## src/rtl/bseq_pkg.sv

```systemverilog
// Package: shared constants, the state type and the field-width helper
// for the banked memory address sequencer.
// Assumes: the bank and row field widths are fixed for the device family;
// only the column width depends on the word configuration.
package bseq_pkg;

    localparam int BANK_W = 2;
    localparam int ROW_W  = 13;

    // Column width for the selected word configuration.
    function automatic int col_w(input bit wide_word);
        return wide_word ? 10 : 12;
    endfunction

    // Width of the shared address bus: the wider of row and column.
    function automatic int mux_w(input bit wide_word);
        return (col_w(wide_word) > ROW_W) ? col_w(wide_word) : ROW_W;
    endfunction

    typedef enum logic [2:0] {
        ST_IDLE = 3'd0,
        ST_ROW  = 3'd1,
        ST_COL  = 3'd2,
        ST_DONE = 3'd3,
        ST_REFR = 3'd4
    } seq_state_t;

endpackage

```

## src/rtl/bseq_addr_latch.sv

```systemverilog
// Module: captures one request when the sequencer accepts it and splits
// the flat address into bank, row and column (column zero-extended to
// the shared bus width).
// Assumes: load is asserted for one cycle, only in idle; the fields are
// held stable until the next load.
module bseq_addr_latch #(
    parameter bit WIDE_WORD = 1'b1,
    localparam int COL_W  = bseq_pkg::col_w(WIDE_WORD),
    localparam int MUX_W  = bseq_pkg::mux_w(WIDE_WORD),
    localparam int ADDR_W = bseq_pkg::BANK_W + bseq_pkg::ROW_W + COL_W
) (
    input  logic                        clk,
    input  logic                        rst_n,
    input  logic                        load,
    input  logic [ADDR_W-1:0]           addr_in,
    input  logic                        write_in,
    output logic [bseq_pkg::BANK_W-1:0] bank_q,
    output logic [MUX_W-1:0]            row_q,
    output logic [MUX_W-1:0]            col_q,
    output logic                        write_q
);
    localparam int ROW_LSB  = COL_W;
    localparam int BANK_LSB = COL_W + bseq_pkg::ROW_W;

    logic [bseq_pkg::ROW_W-1:0] row_f;
    logic [COL_W-1:0]           col_f;
    logic [MUX_W-1:0]           row_ext;
    logic [MUX_W-1:0]           col_ext;

    assign row_f = addr_in[BANK_LSB-1:ROW_LSB];
    assign col_f = addr_in[COL_W-1:0];

    // Widen the narrower field onto the shared bus width.
    generate
        if (COL_W < MUX_W) begin : g_pad_col
            assign col_ext = {{(MUX_W-COL_W){1'b0}}, col_f};
        end else begin : g_full_col
            assign col_ext = col_f;
        end
        if (bseq_pkg::ROW_W < MUX_W) begin : g_pad_row
            assign row_ext = {{(MUX_W-bseq_pkg::ROW_W){1'b0}}, row_f};
        end else begin : g_full_row
            assign row_ext = row_f;
        end
    endgenerate

    // Hold the fields of the accepted request for the whole access.
    always_ff @(posedge clk) begin
        if (!rst_n) begin
            bank_q  <= '0;
            row_q   <= '0;
            col_q   <= '0;
            write_q <= 1'b0;
        end else if (load) begin
            bank_q  <= addr_in[ADDR_W-1:BANK_LSB];
            row_q   <= row_ext;
            col_q   <= col_ext;
            write_q <= write_in;
        end
    end

endmodule

```

## src/rtl/bseq_refresh_timer.sv

```systemverilog
// Module: interval counter that raises a refresh-pending flag every
// ref_period cycles (0 = off), plus the row counter that refresh walks.
// Assumes: grant pulses for one cycle when a refresh starts, done pulses
// in the last cycle of that refresh; the row counter wraps naturally.
module bseq_refresh_timer #(
    parameter int PER_W = 16,
    parameter int ROW_W = 13
) (
    input  logic             clk,
    input  logic             rst_n,
    input  logic [PER_W-1:0] ref_period,
    input  logic             grant,
    input  logic             done,
    output logic             pend,
    output logic [ROW_W-1:0] ref_row
);
    logic [PER_W-1:0] tick_cnt;
    logic             tick;

    assign tick = (ref_period != '0) && (tick_cnt >= ref_period - PER_W'(1));

    // Count cycles toward the next refresh request; held at 0 when off.
    always_ff @(posedge clk) begin
        if (!rst_n || ref_period == '0 || tick) begin
            tick_cnt <= '0;
        end else begin
            tick_cnt <= tick_cnt + PER_W'(1);
        end
    end

    // Pending flag: a new tick wins over a same-cycle grant so none is lost.
    always_ff @(posedge clk) begin
        if (!rst_n) begin
            pend <= 1'b0;
        end else if (tick) begin
            pend <= 1'b1;
        end else if (grant) begin
            pend <= 1'b0;
        end
    end

    // Advance to the next row after each completed refresh.
    always_ff @(posedge clk) begin
        if (!rst_n) begin
            ref_row <= '0;
        end else if (done) begin
            ref_row <= ref_row + ROW_W'(1);
        end
    end

    p_pend_clear_r7: assert property (@(posedge clk) disable iff (!rst_n)
        (grant && !tick) |=> !pend);
    p_off_quiet_r7: assert property (@(posedge clk) disable iff (!rst_n)
        (ref_period == '0 && !pend) |=> !pend);
    p_row_step_r8: assert property (@(posedge clk) disable iff (!rst_n)
        done |=> (ref_row == $past(ref_row) + ROW_W'(1)));

endmodule

```

## src/rtl/bseq_fsm.sv

```systemverilog
// Module: phase sequencer. Walks IDLE -> ROW -> COL -> DONE for an access
// and IDLE -> REFR -> IDLE for a refresh, each strobe phase lasting
// STROBE_CYC cycles. Refresh wins in idle; nothing preempts a phase.
// Assumes: STROBE_CYC >= 1; req_valid is a level held by the requester.
module bseq_fsm #(
    parameter int STROBE_CYC = 2,
    localparam int CNT_W = (STROBE_CYC > 1) ? $clog2(STROBE_CYC) : 1
) (
    input  logic                 clk,
    input  logic                 rst_n,
    input  logic                 req_valid,
    input  logic                 ref_pend,
    output bseq_pkg::seq_state_t state,
    output logic                 accept,
    output logic                 ref_grant,
    output logic                 ref_done
);
    import bseq_pkg::*;

    seq_state_t       nxt;
    logic [CNT_W-1:0] cnt;
    logic             last;

    assign last = (cnt == CNT_W'(STROBE_CYC - 1));

    // Next-state choice and the one-cycle event flags.
    always_comb begin
        nxt       = state;
        accept    = 1'b0;
        ref_grant = 1'b0;
        ref_done  = 1'b0;
        unique case (state)
            ST_IDLE: begin
                if (ref_pend) begin
                    nxt       = ST_REFR;
                    ref_grant = 1'b1;
                end else if (req_valid) begin
                    nxt    = ST_ROW;
                    accept = 1'b1;
                end
            end
            ST_ROW:  if (last) nxt = ST_COL;
            ST_COL:  if (last) nxt = ST_DONE;
            ST_DONE: nxt = ST_IDLE;
            ST_REFR: begin
                if (last) begin
                    nxt      = ST_IDLE;
                    ref_done = 1'b1;
                end
            end
            default: nxt = ST_IDLE;
        endcase
    end

    // State register.
    always_ff @(posedge clk) begin
        if (!rst_n) state <= ST_IDLE;
        else        state <= nxt;
    end

    // Phase length counter, restarted on every state change.
    always_ff @(posedge clk) begin
        if (!rst_n || nxt != state) cnt <= '0;
        else                        cnt <= cnt + CNT_W'(1);
    end

    p_cnt_bound_r3: assert property (@(posedge clk) disable iff (!rst_n)
        (state != ST_IDLE && state != ST_DONE) |-> (int'(cnt) < STROBE_CYC));
    p_ref_first_r9: assert property (@(posedge clk) disable iff (!rst_n)
        (state == ST_IDLE && ref_pend) |=> (state == ST_REFR));
    p_no_preempt_r10: assert property (@(posedge clk) disable iff (!rst_n)
        (state == ST_ROW || state == ST_COL) |=> (state != ST_REFR));
    p_ref_from_idle_r10: assert property (@(posedge clk) disable iff (!rst_n)
        $rose(state == ST_REFR) |-> ($past(state) == ST_IDLE));

endmodule

```

## src/rtl/bank_seq_ctrl.sv

```systemverilog
// Module: top of the banked memory address sequencer. Latches a request,
// sequences row then column strobes on the shared bus, acknowledges, and
// interleaves refresh cycles between accesses.
// Assumes: synchronous active-low reset; outputs decode from registered
// state and latched fields, so they change only after a clock edge.
module bank_seq_ctrl #(
    parameter bit WIDE_WORD  = 1'b1,
    parameter int STROBE_CYC = 2,
    parameter int PER_W      = 16,
    localparam int COL_W  = bseq_pkg::col_w(WIDE_WORD),
    localparam int MUX_W  = bseq_pkg::mux_w(WIDE_WORD),
    localparam int ADDR_W = bseq_pkg::BANK_W + bseq_pkg::ROW_W + COL_W
) (
    input  logic                        clk,
    input  logic                        rst_n,
    input  logic                        req_valid,
    input  logic                        req_write,
    input  logic [ADDR_W-1:0]           req_addr,
    input  logic [PER_W-1:0]            ref_period,
    output logic                        req_ack,
    output logic [bseq_pkg::BANK_W-1:0] mem_bank,
    output logic [MUX_W-1:0]            mem_addr,
    output logic                        mem_row_stb,
    output logic                        mem_col_stb,
    output logic                        mem_we,
    output logic                        ref_active
);
    import bseq_pkg::*;

    seq_state_t                 state;
    logic                       accept;
    logic                       ref_grant;
    logic                       ref_done;
    logic                       ref_pend;
    logic [ROW_W-1:0]           ref_row;
    logic [BANK_W-1:0]          bank_q;
    logic [MUX_W-1:0]           row_q;
    logic [MUX_W-1:0]           col_q;
    logic                       write_q;
    logic [MUX_W-1:0]           ref_row_ext;

    bseq_fsm #(.STROBE_CYC(STROBE_CYC)) u_fsm (
        .clk       (clk),
        .rst_n     (rst_n),
        .req_valid (req_valid),
        .ref_pend  (ref_pend),
        .state     (state),
        .accept    (accept),
        .ref_grant (ref_grant),
        .ref_done  (ref_done)
    );

    bseq_addr_latch #(.WIDE_WORD(WIDE_WORD)) u_latch (
        .clk      (clk),
        .rst_n    (rst_n),
        .load     (accept),
        .addr_in  (req_addr),
        .write_in (req_write),
        .bank_q   (bank_q),
        .row_q    (row_q),
        .col_q    (col_q),
        .write_q  (write_q)
    );

    bseq_refresh_timer #(.PER_W(PER_W), .ROW_W(ROW_W)) u_refresh (
        .clk        (clk),
        .rst_n      (rst_n),
        .ref_period (ref_period),
        .grant      (ref_grant),
        .done       (ref_done),
        .pend       (ref_pend),
        .ref_row    (ref_row)
    );

    generate
        if (ROW_W < MUX_W) begin : g_pad_ref
            assign ref_row_ext = {{(MUX_W-ROW_W){1'b0}}, ref_row};
        end else begin : g_full_ref
            assign ref_row_ext = ref_row;
        end
    endgenerate

    // Drive the device pins from the current phase.
    always_comb begin
        mem_bank    = '0;
        mem_addr    = '0;
        mem_row_stb = 1'b0;
        mem_col_stb = 1'b0;
        mem_we      = 1'b0;
        ref_active  = 1'b0;
        req_ack     = 1'b0;
        unique case (state)
            ST_ROW: begin
                mem_bank    = bank_q;
                mem_addr    = row_q;
                mem_row_stb = 1'b1;
            end
            ST_COL: begin
                mem_bank    = bank_q;
                mem_addr    = col_q;
                mem_col_stb = 1'b1;
                mem_we      = write_q;
            end
            ST_DONE: req_ack = 1'b1;
            ST_REFR: begin
                mem_addr    = ref_row_ext;
                mem_row_stb = 1'b1;
                ref_active  = 1'b1;
            end
            default: ;
        endcase
    end

    p_strobe_excl_r4: assert property (@(posedge clk) disable iff (!rst_n)
        !(mem_row_stb && mem_col_stb));
    p_we_in_col_r4: assert property (@(posedge clk) disable iff (!rst_n)
        mem_we |-> mem_col_stb);
    p_col_after_row_r4: assert property (@(posedge clk) disable iff (!rst_n)
        $rose(mem_col_stb) |-> ($past(mem_row_stb) && !$past(ref_active)));
    p_ack_pulse_r5: assert property (@(posedge clk) disable iff (!rst_n)
        req_ack |=> !req_ack);
    p_ack_after_col_r5: assert property (@(posedge clk) disable iff (!rst_n)
        req_ack |-> $past(mem_col_stb));
    p_latch_only_idle_r6: assert property (@(posedge clk) disable iff (!rst_n)
        (mem_row_stb && !ref_active) |=> $stable(bank_q) && $stable(row_q) && $stable(col_q));

endmodule

```

## config.mk

```make
export PLATFORM = sky130hd
export DESIGN_NAME = bank_seq_ctrl
export DESIGN_NICKNAME = d
export VERILOG_FILES = /design/src/rtl/bseq_pkg.sv /design/src/rtl/bseq_addr_latch.sv /design/src/rtl/bseq_refresh_timer.sv /design/src/rtl/bseq_fsm.sv /design/src/rtl/bank_seq_ctrl.sv
export SDC_FILE = /design/constraint.sdc
export NUM_CORES = 1
export LEC_CHECK = 0
export ABC_AREA = 1
export BUFFER_PORTS_ARGS = -buffer_cell sky130_fd_sc_hd__clkbuf_2
export CAP_MARGIN = 15
export CELL_PAD_IN_SITES_DETAIL_PLACEMENT = 1
export CELL_PAD_IN_SITES_GLOBAL_PLACEMENT = 2
export CORE_AREA = 2 2 128 99
export DETAILED_ROUTE_END_ITERATION = 10
export DIE_AREA = 0 0 130 101
export MAX_ROUTING_LAYER = met4
export PLACE_DENSITY_LB_ADDON = 0.25
export SYNTH_ARGS = -nofsm -noshare
export SYNTH_HDL_FRONTEND = slang
export SYNTH_SLANG_ARGS = --single-unit
```

## constraint.sdc

```tcl
create_clock -name clk -period 3.16 [get_ports clk]
set_clock_uncertainty 0.2 [all_clocks]
set_input_delay 0.632 -clock clk [delete_from_list [all_inputs] [get_ports clk]]
set_output_delay 0.632 -clock clk [all_outputs]
set_load 0.03 [all_outputs]
```

==> results of run 1 <==
-- layout by cell type, fill, tap and decap left out, types with 2 or more instances in the layout --
cell type,Yosys,routed
nor2_2,4,4
a21oi_1,18,18
o21ai_0,37,37
nor3_1,9,9
clkbuf_2,1,64
nand2_1,93,93
nor2_1,109,109
nand3_2,3,3
inv_1,65,65
clkbuf_8,0,2
ha_1,20,20
nand4_1,6,6
xnor2_1,14,14
dfxtp_1,60,60
xor2_1,14,14
o211ai_1,8,8
nand3_1,20,20
o21ai_1,2,2
buf_4,2,4
clkinv_2,0,4
clkbuf_16,0,9
inv_2,2,2
nor3_2,3,3
-- routing by layer --
metal / GRT usage (%) / routed length [µm] / up-vias / part of all wire, %
met2: 23.96 / 4033 / 45 / 40
met1: 24.07 / 5509 / 1508 / 55
li1: - / - / 1750 / -
met3: 3.875 / 317 / 11 / 3.2
met5: - / 0 / - / 0
met4: 4.963 / 122 / 0 / 1.2
-- cell usage after synthesis (4+ instances only) --
master / number / area share, %
nor2_1: 109 / 12
nand2_1: 93 / 9.9
inv_1: 65 / 7.0
dfxtp_1: 60 / 34
o21ai_0: 37 / 5.3
ha_1: 20 / 7.1
nand3_1: 20 / 2.9
a21oi_1: 18 / 2.6
xnor2_1: 14 / 3.5
xor2_1: 14 / 3.5
nor3_1: 9 / 1.3
o211ai_1: 8 / 1.7
nand4_1: 6 / 1.1
clkbuf_1: 5 / 0.53
nor2_2: 4 / 0.71
-- power by group --
part           internal (W)  total (W)  switching, W
logic             0.0000963   0.000269      0.000173
clock network      0.000646   0.000988      0.000342
registers          0.000800   0.000822     0.0000223
-- cells by family after synthesis --
| kind of cell | Yosys count | synth area share, % |
|---|---|---|
| AND/OR/NAND/NOR | 253 | 31.19 |
| buffers and inverters | 81 | 9.661 |
| AO/OA/AOI/OAI | 69 | 10.80 |
| flip-flops | 60 | 34.22 |
| XOR/XNOR | 28 | 6.988 |
| adder cells (fa/ha/maj) | 20 | 7.130 |
-- worst min-delay path, stage by stage (launching register included) --
cell	delay, ns
dfxtp_1	0.29
inv_1	0.06
a21oi_1	0.05
-- sequential cells by signal, indices dropped and copies added (netlist names) --
name,flops
u_refresh.tick_cnt,16
u_latch.row_q,13
u_refresh.ref_row,13
u_latch.col_q,10
u_fsm.state,3
u_latch.bank_q,2
u_fsm.cnt,1
u_latch.write_q,1
u_refresh.pend,1
-- cell type report --
type | instances | share of cell area [%]
multi-input cells | 370 | 45.77
flip-flops and latches | 60 | 27.92
repair buffers | 69 | 8.607
clock buffers | 11 | 5.874
inverters | 67 | 5.845
well taps | 166 | 4.827
clock inverters | 5 | 1.163
-- per-stage QoR --
| step | power, W | cell area, µm² |
|---|---|---|
| after floorplan | 0.001019 | 3510 |
| after global placement | 0.001102 | 4000 |
| after detailed placement | 0.001111 | 4000 |
| after CTS | 0.002109 | 4303 |
| after global routing | 0.002187 | 4303 |
| final | 0.002080 | 4303 |
-- final timing paths --
path	endpoint	cells after the start
setup / recovery	u_refresh.tick_cnt[0]$_SDFF_PP0_	15
hold / removal	u_latch.write_q$_SDFFE_PN0P_	2
setup reg to reg	u_refresh.ref_row[9]$_SDFFE_PN0P_	9
hold reg to reg	u_latch.write_q$_SDFFE_PN0P_	2
==> key figures, run 1 <==
Clock network
  • Root Buffer: clkbuf_16
  • Num CTS Buffers: 9
  • Skew-Pair Late Insertion Delay: 0.33 ns
  • CTS tree: yes
  • Clock tree sinks: 60
  • Clock transition at path regs: 0.05 ns
  • Resize count post-CTS: 0
  • Worst-case clock buffer depth: 2
  • Htree depth: 3
  • Postcts setup bufs: 0
  • Hold-fix buffer count after cts: 0

Synth
  • Number of flops mapped to enable cells by yosys: 0
  • Fraction of registers with async set/reset: 0%
  • Syn nets: 576
  • Seq/Total Area, Yosys: 34.22%
  • Synth cell types: 33
  • Netlist Area Pre-Place: 3510 µm²
  • Gate Count Post-Synth: 511
  • Ys flop type: dfxtp_1
  • Yosys warns: 0
  • Post-synthesis average cell area: 6.868 µm²
  • Seq cells post-synth: 60

Critical path
  • Worst-path cell chain: clkbuf_2 > inv_1 > ha_1 > nand2_1 > nor2_1 > nand4_1 > xor2_1 > inv_1 > ha_1 > nand2_1 > o21ai_0 > nor2_1 > nand3_2 > buf_12 > nor2_1
  • Crit Reg-Reg Startpoint: u_fsm.state[1]$_SDFF_PN0_
  • Top delay family on crit path: simple AND/OR/NAND/NOR gates
  • Path type of the worst setup path: primary input to flip-flop
  • Slowest CP cell: nor2_1
  • Critical path's most frequent cell: nor2_1
  • Critical path fanouts, max: 16
  • Req. time, crit path: 3.22 ns
  • Max incr delay on CP: 0.30 ns
  • CP Launch Type: primary input
  • Worst Setup End Kind: flip-flop
  • Data arrival, critical path: 2.84 ns
  • Sum of buffers and inverters on the critical path: 4
  • R2r setup slk: 1.31 ns
  • Crit path from: ref_period[1]

Worst hold path
  • Hold_sp: u_latch.write_q$_SDFFE_PN0P_
  • Worst hold path class: flip-flop to flip-flop

Placement
  • RePlAce Congestion: 0.7945
  • Port Buffers: 64
  • Post-placement setup slack: 0.04439 ns
  • Placed instance count: 732
  • Dpl hpwl: 7871 µm

Cells and area
  • Layout cell share with drive strength beyond 1: 17.87%
  • Final net count: 642
  • Final core occ: 35.99%
  • Area grow syn2layout: 22.60%
  • Filler Cell Count: 1524
  • Register area: 1201 µm²
  • Multi-input gate area: 1969 µm²
  • Final Non-Filler Cells: 748
  • Ant diodes: 0

Global route
  • Antenna violations before repair: 0
  • Total grt overflow: 0
  • GRT Util Overall: 16.99%
  • First-pass GRT wire length: 16560 µm
  • Largest net degree at the start of global routing: 39
  • Vias in the first global route: 3317

Status
  • Status: finished, final reports clean

Detailed routing
  • Routed WL per cell: 13.34 µm
  • Via Count: 3314
  • DRT Pass-1 Iters: 4
  • Final ANT Viol Nets: 0
  • Post-DR vias/cell: 4.430
  • Drt first-iter violations: 120
  • DRC Markers: 0
  • Total Wirelength: 9982 µm

Die
  • Die ar.: 13130 µm²
  • Initial Util: 29.36%
  • Die X: 130 µm
  • IO Count: 65
  • Die Ht: 101 µm
  • Core Footprint: 11960 µm²
  • Num rows: 35

Timing
  • Period utilization: 87.87%
  • Final Critical Period: 2.777 ns
  • RSZ-0062 raised after global routing: false
  • Final hold violation count: 0
  • Setup TNS Final: 0 ns
  • Hold WS: 0.2549 ns
  • Slew Limit Fails: 0
  • Slew HR: 65.30%
  • Worst setup margin: 0.3833 ns
  • Endpoints failing setup: 0
  • Fmax: 0.3601 GHz
  • Worst-Margin Slew: 0.5193 ns

Pwr
  • Static Leak: 1.963 nW
  • Power Density: 483.3 nW/µm²
  • VDD IR max: 234.2 µV

Job
  • Number of max-cap violations: 0
(Power assumes the default switching activity.)
==> run 2: changes to the inputs <==
==> constraint.sdc (replaced) <==
create_clock -name clk -period 3.16 [get_ports clk]
set_clock_uncertainty 0.2 [all_clocks]
set_input_delay 0.158 -clock clk [delete_from_list [all_inputs] [get_ports clk]]
set_output_delay 0.158 -clock clk [all_outputs]
set_load 0.03 [all_outputs]
==> key figures, run 2 (synthesis gave the netlist of run 1 again) <==
Detailed routing
  • Post-DR vias/cell: 4.413 (was 4.430)
  • Final ANT Viol Nets: 0 (unchanged)
  • Via Count: 3407 (was 3314)
  • Routed WL per cell: 13.14 µm (was 13.34 µm)
  • Drt first-iter violations: 85 (was 120)
  • DRC Markers: 0 (unchanged)
  • Total Wirelength: 10150 µm (was 9982 µm)
  • DRT Pass-1 Iters: 4 (unchanged)

Placement
  • Dpl hpwl: 7823 µm (was 7871 µm)
  • Area post-placement: 3973 µm² (was 4000 µm²)
  • RePlAce Congestion: 0.7997 (was 0.7945)
  • Port Buffers: 64 (unchanged)
  • Post-placement setup slack: 0.3157 ns (was 0.04439 ns)

Global route
  • Grt met3 use: 4.140% (was 3.875%)
  • Largest net degree at the start of global routing: 39 (unchanged)
  • Most Used Layer, Global Route: met1 (unchanged)
  • First-pass GRT wire length: 17070 µm (was 16560 µm)
  • Total grt overflow: 0 (unchanged)
  • Met1 Use GR: 24.89% (was 24.07%)
  • Met2 Use GR: 24.00% (was 23.96%)
  • Antenna violations before repair: 0 (unchanged)
  • Vias in the first global route: 3389 (was 3317)
  • GRT Util Overall: 17.32% (was 16.99%)

Pwr
  • Power Density: 482.3 nW/µm² (was 483.3 nW/µm²)
  • Clock share of power: 49.4% (was 47.5%)
  • Sw Share: 24.40% (was 25.82%)
  • P_sw: 0.0005378 W (was 0.0005369 W)
  • Flop pwr share: 37.4% (was 39.5%)
  • Total power: 0.002204 W (was 0.002080 W)
  • Internal: 0.001666 W (was 0.001543 W)
  • Logic pwr share: 13.3% (was 13.0%)
  • Static Leak: 2.071 nW (was 1.963 nW)
  • VDD IR max: 244.9 µV (was 234.2 µV)

Critical path
  • R2r setup slk: 1.23 ns (was 1.31 ns)
  • R2r endpoint: u_refresh.tick_cnt[2]$_SDFF_PP0_ (was u_refresh.ref_row[9]$_SDFFE_PN0P_)
  • Critical path's most frequent cell: nor2_1 (unchanged)
  • Req. time, crit path: 3.21 ns (was 3.22 ns)
  • Worst-path cell chain: clkbuf_2 > inv_1 > ha_1 > nand2_1 > nor2_1 > nand4_1 > xor2_1 > inv_1 > ha_1 > nand4_1 > a21oi_1 > nor2_1 > nand3_2 > nor2_1 (was clkbuf_2 > inv_1 > ha_1 > nand2_1 > nor2_1 > nand4_1 > xor2_1 > inv_1 > ha_1 > nand2_1 > o21ai_0 > nor2_1 > nand3_2 > buf_12 > nor2_1)
  • Sum of buffers and inverters on the critical path: 3 (was 4)
  • Worst Setup End Kind: flip-flop (unchanged)
  • Crit Reg-Reg Startpoint: u_refresh.tick_cnt[3]$_SDFF_PP0_ (was u_fsm.state[1]$_SDFF_PN0_)
  • Critical path fanouts, max: 16 (unchanged)
  • CP Launch Type: primary input (unchanged)
  • Max incr delay on CP: 0.31 ns (was 0.30 ns)
  • Data arrival, critical path: 2.51 ns (was 2.84 ns)
  • Slowest CP cell: nor2_1 (unchanged)
  • R2R depth: 8 (was 9)
  • Path type of the worst setup path: primary input to flip-flop (unchanged)
  • Top delay family on crit path: simple AND/OR/NAND/NOR gates (unchanged)

Timing
  • Worst-Margin Slew: 0.4866 ns (was 0.5193 ns)
  • Period utilization: 77.87% (was 87.87%)
  • Slew HR: 67.48% (was 65.30%)
  • Worst setup margin: 0.6992 ns (was 0.3833 ns)
  • Final Critical Period: 2.461 ns (was 2.777 ns)
  • Slew Limit Fails: 0 (unchanged)
  • RSZ-0062 raised after global routing: false (unchanged)
  • Hold WS: 0.04239 ns (was 0.2549 ns)
  • Setup TNS Final: 0 ns (unchanged)
  • Final hold violation count: 0 (unchanged)
  • Fmax: 0.4064 GHz (was 0.3601 GHz)
  • Endpoints failing setup: 0 (unchanged)

Die
  • Core Footprint: 11960 µm² (unchanged)
  • IO Count: 65 (unchanged)
  • Die Ht: 101 µm (unchanged)
  • Initial Util: 29.36% (unchanged)
  • Die ar.: 13130 µm² (unchanged)
  • Num rows: 35 (unchanged)
  • Die X: 130 µm (unchanged)

Status
  • Status: finished, final reports clean (unchanged)

Clock network
  • Skew-Pair Late Insertion Delay: 0.32 ns (was 0.33 ns)
  • Root Buffer: clkbuf_16 (unchanged)
  • CTS tree: yes (unchanged)
  • Num CTS Buffers: 9 (unchanged)
  • Postcts setup bufs: 0 (unchanged)
  • Clock tree sinks: 60 (unchanged)
  • Hold-fix buffer count after cts: 26 (was 0)
  • Clock transition at path regs: 0.05 ns (about the same)
  • Worst-case clock buffer depth: 2 (unchanged)
  • Htree depth: 3 (unchanged)
  • Resize count post-CTS: 0 (unchanged)

Worst hold path
  • Hold Crit Endpoint: u_refresh.ref_row[10]$_SDFFE_PN0P_ (was u_latch.write_q$_SDFFE_PN0P_)
  • WHS Path Cells: 4 (was 2)
  • Hold_sp: rst_n (was u_latch.write_q$_SDFFE_PN0P_)
  • Worst hold path class: primary input to flip-flop (was flip-flop to flip-flop)

Cells and area
  • Highest-count cells in the layout ignoring fill and taps: nor2_1 (109), nand2_1 (93), inv_1 (65), clkbuf_2 (64), dfxtp_1 (60) (unchanged)
  • Layout cell share with drive strength beyond 1: 16.83% (was 17.87%)
  • Most common cell after layout, fill and taps aside: nor2_1 (unchanged)
  • Ant diodes: 0 (unchanged)
  • Max reg flops: 16 (unchanged)
  • Final instance area: 4569 µm² (was 4303 µm²)
  • Area grow syn2layout: 30.20% (was 22.60%)
  • Biggest regs: u_refresh.tick_cnt x16, u_latch.row_q x13, u_refresh.ref_row x13 (unchanged)
  • Filler Cell Count: 1503 (was 1524)
  • Top reg by flops: u_refresh.tick_cnt (unchanged)
  • Final net count: 666 (was 642)

Job
  • Number of max-cap violations: 0 (unchanged)
-- run 2: cell types whose count changed in the layout (fill, tap and decap cells not counted) --
cell / previous run / this run
clkinv_2: 4 / 2
buf_4: 4 / 3
buf_12: 1 / 0
dlygate4sd3_1: 0 / 26
bufinv_16: 1 / 2
clkbuf_8: 2 / 3
-- run 2: how the worst max path moves through the flow --
stage	from	to	slack, ns	cells past startpoint
after floorplan	ref_period[0]	u_refresh.tick_cnt[6]$_SDFF_PP0_	0.89	14
after global placement	ref_period[0]	u_refresh.tick_cnt[0]$_SDFF_PP0_	0.42	14
after detailed placement	ref_period[0]	u_refresh.tick_cnt[5]$_SDFF_PP0_	0.32	14
after CTS	ref_period[0]	u_refresh.tick_cnt[0]$_SDFF_PP0_	0.65	14
after global routing	ref_period[0]	u_refresh.tick_cnt[6]$_SDFF_PP0_	0.31	14
final	ref_period[0]	u_refresh.tick_cnt[2]$_SDFF_PP0_	0.70	14
-- run 2: layout make-up --
class	count	area (µm²)	area share, %
Clock inverter	4	70.07	1.533
Sequential cell	60	1201	26.29
Tap cell	166	207.7	4.545
Clock buffer	12	266.5	5.832
Multi-Input combinational cell	370	1969	43.10
Inverter	67	251.5	5.504
Timing Repair Buffer	93	603.1	13.20
-- run 2: metrics by stage --
| stage | utilization (%) | std cells |
|---|---|---|
| 2_1_floorplan | - | 511 |
| 3_3_place_gp | 33.23 | 730 |
| 3_5_place_dp | 33.23 | 730 |
| 4_1_cts | 38.22 | 772 |
| 5_1_grt | 38.22 | 772 |
| 6_report | 38.22 | 772 |
-- run 2: power groups by stage --
stage               registers (W)  clock network [W]  logic (W)
finish                   0.000823            0.00109   0.000292
global route             0.000828            0.00115   0.000333
CTS                      0.000824            0.00111   0.000296
detailed placement       0.000840                  0   0.000270
global placement         0.000837                  0   0.000263
floorplan                0.000833                  0   0.000187
-- run 2: worst min-delay path: cells and delay by family --
| family | cells | cell delay (ns) |
|---|---|---|
| and+or+nand+nor | 1 | 0.06 |
| buffers and inverters | 3 | 0.31 |
-- run 2: metal layers --
metal	up-vias	routed length (µm)
met4	0	82
met2	41	4274
met1	1557	5505
met3	7	285
li1	1802	-
met5	-	0
